--- src/rtl/sarcal_pkg.sv ---
package sarcal_pkg;

    localparam int NCAL_DEF = 5;

    typedef enum logic [2:0] {
        ST_IDLE   = 3'd0,
        ST_SAMPLE = 3'd1,
        ST_REDIST = 3'd2,
        ST_SEARCH = 3'd3,
        ST_STORE  = 3'd4
    } cal_state_e;

    localparam logic [1:0] PH_QUIET  = 2'd0;
    localparam logic [1:0] PH_SAMPLE = 2'd1;
    localparam logic [1:0] PH_REDIST = 2'd2;
    localparam logic [1:0] PH_SEARCH = 2'd3;

    // Weight of error j inside correction k; the top coefficient doubles
    // every older term once more than the others.
    function automatic int err_weight(int k, int j, int ncal);
        if (j > k)         return 0;
        if (j == k)        return 1;
        if (k == ncal - 1) return 1 << (k - j);
        return 1 << (k - j - 1);
    endfunction

endpackage

--- src/rtl/sarcal_sar_step.sv ---
module sarcal_sar_step #(
    parameter int W = 11
) (
    input  logic [W-1:0]         trial_i,
    input  logic [$clog2(W)-1:0] bitpos_i,
    input  logic                 cmp_i,
    output logic [W-1:0]         kept_o,
    output logic [W-1:0]         next_o,
    output logic                 last_o
);
    logic [W-1:0] cur_bit;

    assign cur_bit = W'(1) << bitpos_i;
    assign kept_o  = cmp_i ? trial_i : (trial_i & ~cur_bit);
    assign next_o  = kept_o | (cur_bit >> 1);
    assign last_o  = (bitpos_i == '0);
endmodule

--- src/rtl/sarcal_coef_calc.sv ---
module sarcal_coef_calc #(
    parameter int NCAL   = 5,
    parameter int ERR_W  = 12,
    parameter int COEF_W = 17
) (
    input  logic [NCAL-1:0][ERR_W-1:0] err_i,
    input  logic [$clog2(NCAL)-1:0]    idx_i,
    output logic [COEF_W-1:0]          coef_o
);
    logic signed [COEF_W-1:0] cand [NCAL];

    for (genvar k = 0; k < NCAL; k++) begin : g_cl
        always_comb begin
            cand[k] = '0;
            for (int j = 0; j < NCAL; j++) begin
                if (j <= k) begin
                    cand[k] = cand[k]
                        + $signed(COEF_W'(sarcal_pkg::err_weight(k, j, NCAL)))
                        * COEF_W'($signed(err_i[j]));
                end
            end
        end
    end

    always_comb begin
        coef_o = '0;
        for (int k = 0; k < NCAL; k++) begin
            if (int'(idx_i) == k) coef_o = cand[k];
        end
    end
endmodule

--- src/rtl/sarcal_switch_map.sv ---
module sarcal_switch_map #(
    parameter int DAC_W = 16,
    parameter int NCAL  = 5
) (
    input  logic [1:0]              phase_i,
    input  logic [$clog2(NCAL)-1:0] cut_i,
    input  logic [DAC_W-NCAL-1:0]   trial_i,
    output logic [DAC_W-1:0]        dac_hi_o,
    output logic                    top_hold_o
);
    import sarcal_pkg::*;

    localparam int CAL_LSB = DAC_W - NCAL;

    logic [DAC_W-1:0] cut_bit;

    assign cut_bit    = DAC_W'(1) << (CAL_LSB + int'(cut_i));
    assign top_hold_o = (phase_i == PH_SAMPLE);

    always_comb begin
        unique case (phase_i)
            PH_SAMPLE: dac_hi_o = cut_bit - DAC_W'(1);
            PH_REDIST: dac_hi_o = cut_bit;
            PH_SEARCH: dac_hi_o = cut_bit | DAC_W'(trial_i);
            default:   dac_hi_o = '0;
        endcase
    end
endmodule

--- src/rtl/sarcal_ctrl.sv ---
module sarcal_ctrl #(
    parameter int DAC_W        = 16,
    parameter int NCAL         = sarcal_pkg::NCAL_DEF,
    parameter int ERR_W        = 12,
    parameter int COEF_W       = 17,
    parameter int SMP_CYC      = 4,
    parameter int RDS_CYC      = 1,
    parameter int AVG_MAX_LOG2 = 5,
    parameter int SEL_W        = 3
) (
    input  logic                       clk,
    input  logic                       rst_n,
    input  logic                       start_i,
    input  logic [SEL_W-1:0]           avg_sel_i,
    input  logic                       cmp_i,
    output logic                       busy_o,
    output logic                       done_o,
    output logic                       side_o,
    output logic [$clog2(NCAL)-1:0]    cut_o,
    output logic [1:0]                 phase_o,
    output logic                       top_hold_o,
    output logic [DAC_W-1:0]           dac_hi_o,
    output logic [2*NCAL*COEF_W-1:0]   coef_o
);
    import sarcal_pkg::*;

    localparam int SRCH_W = DAC_W - NCAL;
    localparam int IDX_W  = $clog2(NCAL);
    localparam int BIT_W  = $clog2(SRCH_W);
    localparam int ACC_W  = SRCH_W + AVG_MAX_LOG2;
    localparam int MAXC   = (SMP_CYC > RDS_CYC) ? SMP_CYC : RDS_CYC;
    localparam int CNT_W  = $clog2(MAXC + 1);
    localparam int NLOG_W = $clog2(AVG_MAX_LOG2 + 1);
    localparam int SAMP_W = AVG_MAX_LOG2 + 1;
    localparam int CI_W   = $clog2(2 * NCAL);
    localparam int MID    = 1 << (SRCH_W - 1);

    typedef struct packed {
        cal_state_e                     st;
        logic                           side;
        logic [IDX_W-1:0]               cut;
        logic [CNT_W-1:0]               cnt;
        logic [BIT_W-1:0]               bitp;
        logic [SRCH_W-1:0]              trial;
        logic [SAMP_W-1:0]              samp;
        logic [NLOG_W-1:0]              nlog;
        logic [ACC_W-1:0]               acc;
        logic                           done;
        logic [NCAL-1:0][ERR_W-1:0]     err;
        logic [2*NCAL-1:0][COEF_W-1:0]  coef;
    } ctl_t;

    ctl_t q, d;

    logic [SRCH_W-1:0]          step_kept, step_next;
    logic                       step_last;
    logic [SRCH_W-1:0]          avg_code;
    logic [ERR_W-1:0]           new_err;
    logic [NCAL-1:0][ERR_W-1:0] err_mux;
    logic [COEF_W-1:0]          coef_new;
    logic [SAMP_W-1:0]          samp_last;
    logic [CI_W-1:0]            cidx;

    sarcal_sar_step #(.W(SRCH_W)) u_step (
        .trial_i (q.trial),
        .bitpos_i(q.bitp),
        .cmp_i   (cmp_i),
        .kept_o  (step_kept),
        .next_o  (step_next),
        .last_o  (step_last)
    );

    assign avg_code  = SRCH_W'(q.acc >> q.nlog);
    assign new_err   = ERR_W'({1'b0, avg_code}) - ERR_W'(MID);
    assign samp_last = SAMP_W'((32'd1 << q.nlog) - 32'd1);
    assign cidx      = q.side ? (CI_W'(NCAL) + CI_W'(q.cut)) : CI_W'(q.cut);

    always_comb begin
        err_mux        = q.err;
        err_mux[q.cut] = new_err;
    end

    sarcal_coef_calc #(.NCAL(NCAL), .ERR_W(ERR_W), .COEF_W(COEF_W)) u_coef (
        .err_i (err_mux),
        .idx_i (q.cut),
        .coef_o(coef_new)
    );

    always_comb begin
        d = q;
        unique case (q.st)
            ST_IDLE: begin
                if (start_i) begin
                    d.st   = ST_SAMPLE;
                    d.side = 1'b0;
                    d.cut  = '0;
                    d.cnt  = '0;
                    d.samp = '0;
                    d.acc  = '0;
                    d.done = 1'b0;
                    d.nlog = (int'(avg_sel_i) > AVG_MAX_LOG2) ? NLOG_W'(AVG_MAX_LOG2)
                                                              : NLOG_W'(avg_sel_i);
                end
            end
            ST_SAMPLE: begin
                if (q.cnt == CNT_W'(SMP_CYC - 1)) begin
                    d.st  = ST_REDIST;
                    d.cnt = '0;
                end else begin
                    d.cnt = q.cnt + CNT_W'(1);
                end
            end
            ST_REDIST: begin
                if (q.cnt == CNT_W'(RDS_CYC - 1)) begin
                    d.st    = ST_SEARCH;
                    d.cnt   = '0;
                    d.bitp  = BIT_W'(SRCH_W - 1);
                    d.trial = SRCH_W'(1) << (SRCH_W - 1);
                end else begin
                    d.cnt = q.cnt + CNT_W'(1);
                end
            end
            ST_SEARCH: begin
                if (step_last) begin
                    d.acc   = q.acc + ACC_W'(step_kept);
                    d.trial = '0;
                    if (q.samp == samp_last) begin
                        d.st = ST_STORE;
                    end else begin
                        d.samp = q.samp + SAMP_W'(1);
                        d.st   = ST_SAMPLE;
                    end
                end else begin
                    d.trial = step_next;
                    d.bitp  = q.bitp - BIT_W'(1);
                end
            end
            ST_STORE: begin
                d.err[q.cut]  = new_err;
                d.coef[cidx]  = coef_new;
                d.acc         = '0;
                d.samp        = '0;
                d.st          = ST_SAMPLE;
                if (q.cut == IDX_W'(NCAL - 1)) begin
                    d.cut = '0;
                    if (q.side) begin
                        d.st   = ST_IDLE;
                        d.done = 1'b1;
                    end else begin
                        d.side = 1'b1;
                    end
                end else begin
                    d.cut = q.cut + IDX_W'(1);
                end
            end
            default: d = q;
        endcase
    end

    always_ff @(posedge clk or negedge rst_n) begin
        if (!rst_n) q <= '0;
        else        q <= d;
    end

    always_comb begin
        unique case (q.st)
            ST_SAMPLE: phase_o = PH_SAMPLE;
            ST_REDIST: phase_o = PH_REDIST;
            ST_SEARCH: phase_o = PH_SEARCH;
            default:   phase_o = PH_QUIET;
        endcase
    end

    sarcal_switch_map #(.DAC_W(DAC_W), .NCAL(NCAL)) u_sw (
        .phase_i   (phase_o),
        .cut_i     (q.cut),
        .trial_i   (q.trial),
        .dac_hi_o  (dac_hi_o),
        .top_hold_o(top_hold_o)
    );

    assign busy_o = (q.st != ST_IDLE);
    assign done_o = q.done;
    assign side_o = q.side;
    assign cut_o  = q.cut;
    assign coef_o = q.coef;
endmodule

--- config.mk ---
export PLATFORM = sky130hd
export DESIGN_NAME = sarcal_ctrl
export DESIGN_NICKNAME = d
export VERILOG_FILES = /design/src/rtl/sarcal_pkg.sv /design/src/rtl/sarcal_sar_step.sv /design/src/rtl/sarcal_coef_calc.sv /design/src/rtl/sarcal_switch_map.sv /design/src/rtl/sarcal_ctrl.sv
export SDC_FILE = /design/constraint.sdc
export NUM_CORES = 1
export LEC_CHECK = 0
export BUFFER_PORTS_ARGS = -buffer_cell sky130_fd_sc_hd__buf_2
export CAP_MARGIN = 10
export CORE_MARGIN = 2
export CORE_UTILIZATION = 55
export DETAILED_ROUTE_END_ITERATION = 10
export GPL_TIMING_DRIVEN = 0
export HOLD_SLACK_MARGIN = 0.1
export PLACE_DENSITY_LB_ADDON = 0.1
export SLEW_MARGIN = 5
export SYNTH_ARGS = -nofsm -noshare
export SYNTH_HDL_FRONTEND = slang
export SYNTH_SLANG_ARGS = --single-unit
--- constraint.sdc ---
create_clock -name clk -period 11.2 [get_ports clk]
set_clock_uncertainty 0.2 [all_clocks]
set_input_delay 2.24 -clock clk [delete_from_list [all_inputs] [get_ports clk]]
set_output_delay 2.24 -clock clk [all_outputs]
set_load 0.05 [all_outputs]
==> impl_metrics.yaml <==
global_routing:
  grt_use_total: 0.306
  overflow: 0
  antenna_found_initial: 0
  grt_max_degree: 118
  grt_pass1_vias: 15844
  grt_pass1_wl_mm: 87.5
finish:
  fillers: 3049
  layout_common_cells: "329 x nand2_1, 281 x dfrtp_1, 227 x o21ai_0"
  seq_area_mm2: 0.00703
  multi_input_area_mm2: 0.0103
  antenna_cells: 0
  drive_gt1_frac: 0.218
  area_growth_pct: 13.9
  mostFrequentLayoutCell: "nand2_1"
  post-route-util: 0.638
  fin_nets: 2579
clocking:
  clockBufferDepth: 3
  h-tree-depth: 1
  hold_buffers: 0
  tritoncts: "done"
  path_clk_slew_ns: 0.06
  cts-resized-gates: 0
  root_buffer: "clkbuf_16"
  cts_buffers: 30
  cts.sink_count: 281
  clkLatencyLatePin_ns: 0.58
  post_cts_buffers: 0
synth:
  synth-seq-cells: 281
  synthesis.instances: 2177
  syn-num-nets: 2342
  ys_types: 87
  postSynthAreaPerCell_um2: 8.91
  async_flop_share: 1.00
  synth_edf_count: 0
  synth_flop_cell: "dfrtp_1"
  synth.cell_area_mm2: 0.0194
  yosysSeqAreaShare: 0.362
  yosysWarnings: 0
sta:
  finalMaxSlewViolations: 0
  grt_setup_unrepaired: "false"
  period_needed_ns: 7.60
  hold_viol: 0
  fin_crit_sh: 0.679
  finalSetupViolations: 0
  maxSlewHeadroom: 0.206
  setup_tns_ns: 0
  tightest_slew_ns: 1.18
  fmax_ghz: 0.132
detailed_routing:
  vias_per_cell: 5.71
  post-route-drc-count: 0
  wl_mm: 55.9
  vias: 16505
  drtIter0Drc: 1351
  wl_per_cell_um: 19.4
  ant_nets: 0
  dr.pass1.iters: 8
setup_path:
  path_buf_inv: 1
  crit_top_cell: "o21ai_0"
  crit_path_top_delay_cell: "fa_1"
  critical-path-max-stage-delay_ns: 0.75
  critPathLaunchType: "flop"
  endpoint_kind: "flop"
  cp.required_ns: 11.45
  worstSetupPathType: "reg2reg"
  worstPathArrival_ns: 7.85
  path_cells: "buf_6 > mux4_2 > and2_1 > a31oi_1 > o21ai_0 > fa_1 > ha_1 > a21o_1 > a21oi_1 > o21ai_0 > o21bai_1 > o21ai_0 > o21a_1 > nor2_1 > xnor2_1 > ha_1 > o21a_1 > o21ai_0 > nor2_1 > o21bai_1 > a21boi_0 > a211oi_2 > a21o_1 > o21ai_1"
  crit_fanout: 10
  cpLargestDelayFamily: "compound AO/OA/AOI/OAI gates"
floorplanning:
  die_h_um: 192
  initial_core_util: 0.560
  pin_count: 202
  die_x_um: 192
  rows: 68
  core_area_mm2: 0.0346
  dieArea_mm2: 0.0368
placed_design:
  port_buffers: 201
  routabilityCongestion: 0.956
  detailed_place_hpwl_mm: 43.1
status:
  outcome: "finished, final reports clean"
flow_run:
  maxCapViolations: 0
worst_hold_path:
  hold_path_class: "reg2reg"
==> state kept, by name, summed over array words and instances, names as in the netlist <==
| register | flops |
|---|---|
| coef_o | 170 |
| cut_o | 3 |
| done_o | 1 |
| q | 106 |
| side_o | 1 |
==> cell families after synthesis <==
kind of cell	Yosys count	share of synthesized area
muxes	78	0.0505
xor gates and xnor gates	70	0.0320
adders and majority gates	158	0.123
AOI/OAI and AO/OA	568	0.179
DFF	281	0.362
and+or+nand+nor	649	0.146
buffers and inverters	373	0.107
==> layout make-up <==
cell class / instances / share of cell area
inverter: 110 / 0.0187
buffer: 263 / 0.0754
clock buffer: 41 / 0.0386
timing repair buffer: 205 / 0.0495
clock inverter: 12 / 0.00747
sequential: 281 / 0.318
tap: 455 / 0.0258
multi-input combinational: 1523 / 0.466
==> final timing paths <==
kind | start | end | slack, ns | cells past startpoint
max | q[247] | coef_o[134] | 3.60 | 24
min | q[178] | q[178] | 0.28 | 2
max reg2reg | q[247] | coef_o[134] | 3.60 | 24
min reg2reg | q[178] | q[178] | 0.28 | 2
max in group asynchronous | rst_n | q[269] | 7.99 | 3
min in group asynchronous | rst_n | coef_o[0] | 1.42 | 1
==> through the flow <==
| step | std cells | area, µm² | worst slack, ns | hold WS (ns) |
|---|---|---|---|---|
| 2_1_floorplan | 2177 | 19400 | 5.31 | 0.246 |
| 3_3_place_gp | 2833 | 21000 | 2.49 | 0.260 |
| 3_5_place_dp | 2837 | 21100 | 3.73 | 0.262 |
| 4_1_cts | 2890 | 22100 | 3.61 | 0.278 |
| 5_1_grt | 2890 | 22100 | 3.05 | 0.299 |
| 6_report | 2890 | 22100 | 3.60 | 0.276 |
==> Yosys cell counts, drive strengths merged, types with 16 or more instances <==
| cell | n | area, µm² |
|---|---|---|
| o21ai | 274 | 1410 |
| mux2i | 25 | 275 |
| nor3 | 25 | 130 |
| nor2b | 16 | 100 |
| nand2 | 329 | 1230 |
| fa | 55 | 1100 |
| a21o | 19 | 150 |
| nand3 | 41 | 205 |
| clkbuf | 78 | 293 |
| or3 | 18 | 113 |
| ha | 103 | 1290 |
| dfrtp | 281 | 7030 |
| a31oi | 25 | 156 |
| buf | 185 | 1370 |
| mux2 | 44 | 495 |
| nor2 | 154 | 578 |
| a21oi | 113 | 577 |
| xor2 | 22 | 193 |
| xnor2 | 48 | 428 |
| inv | 108 | 405 |
==> per-layer routing <==
| layer | share of wire | track usage | vias up |
|---|---|---|---|
| met3 | 0.065 | 0.0411 | 103 |
| met2 | 0.46 | 0.492 | 586 |
| met5 | 0 | 0 | - |
| li1 | - | - | 7798 |
| met1 | 0.44 | 0.426 | 8018 |
| met4 | 0.034 | 0.112 | 0 |
==> worst register-to-register path: cells and delay by family (launching register included) <==
family,cells,cell delay [ns]
compound gates,15,4.24
xor+xnor,1,0.15
fa+ha+maj,3,1.32
buf+inv,1,0.20
flops,1,0.45
mux,1,0.53
simple gates,3,0.38
Power is left out: the tool's default activity adds up to more than one toggle a clock period on the data nets, which glitch-free logic cannot reach.
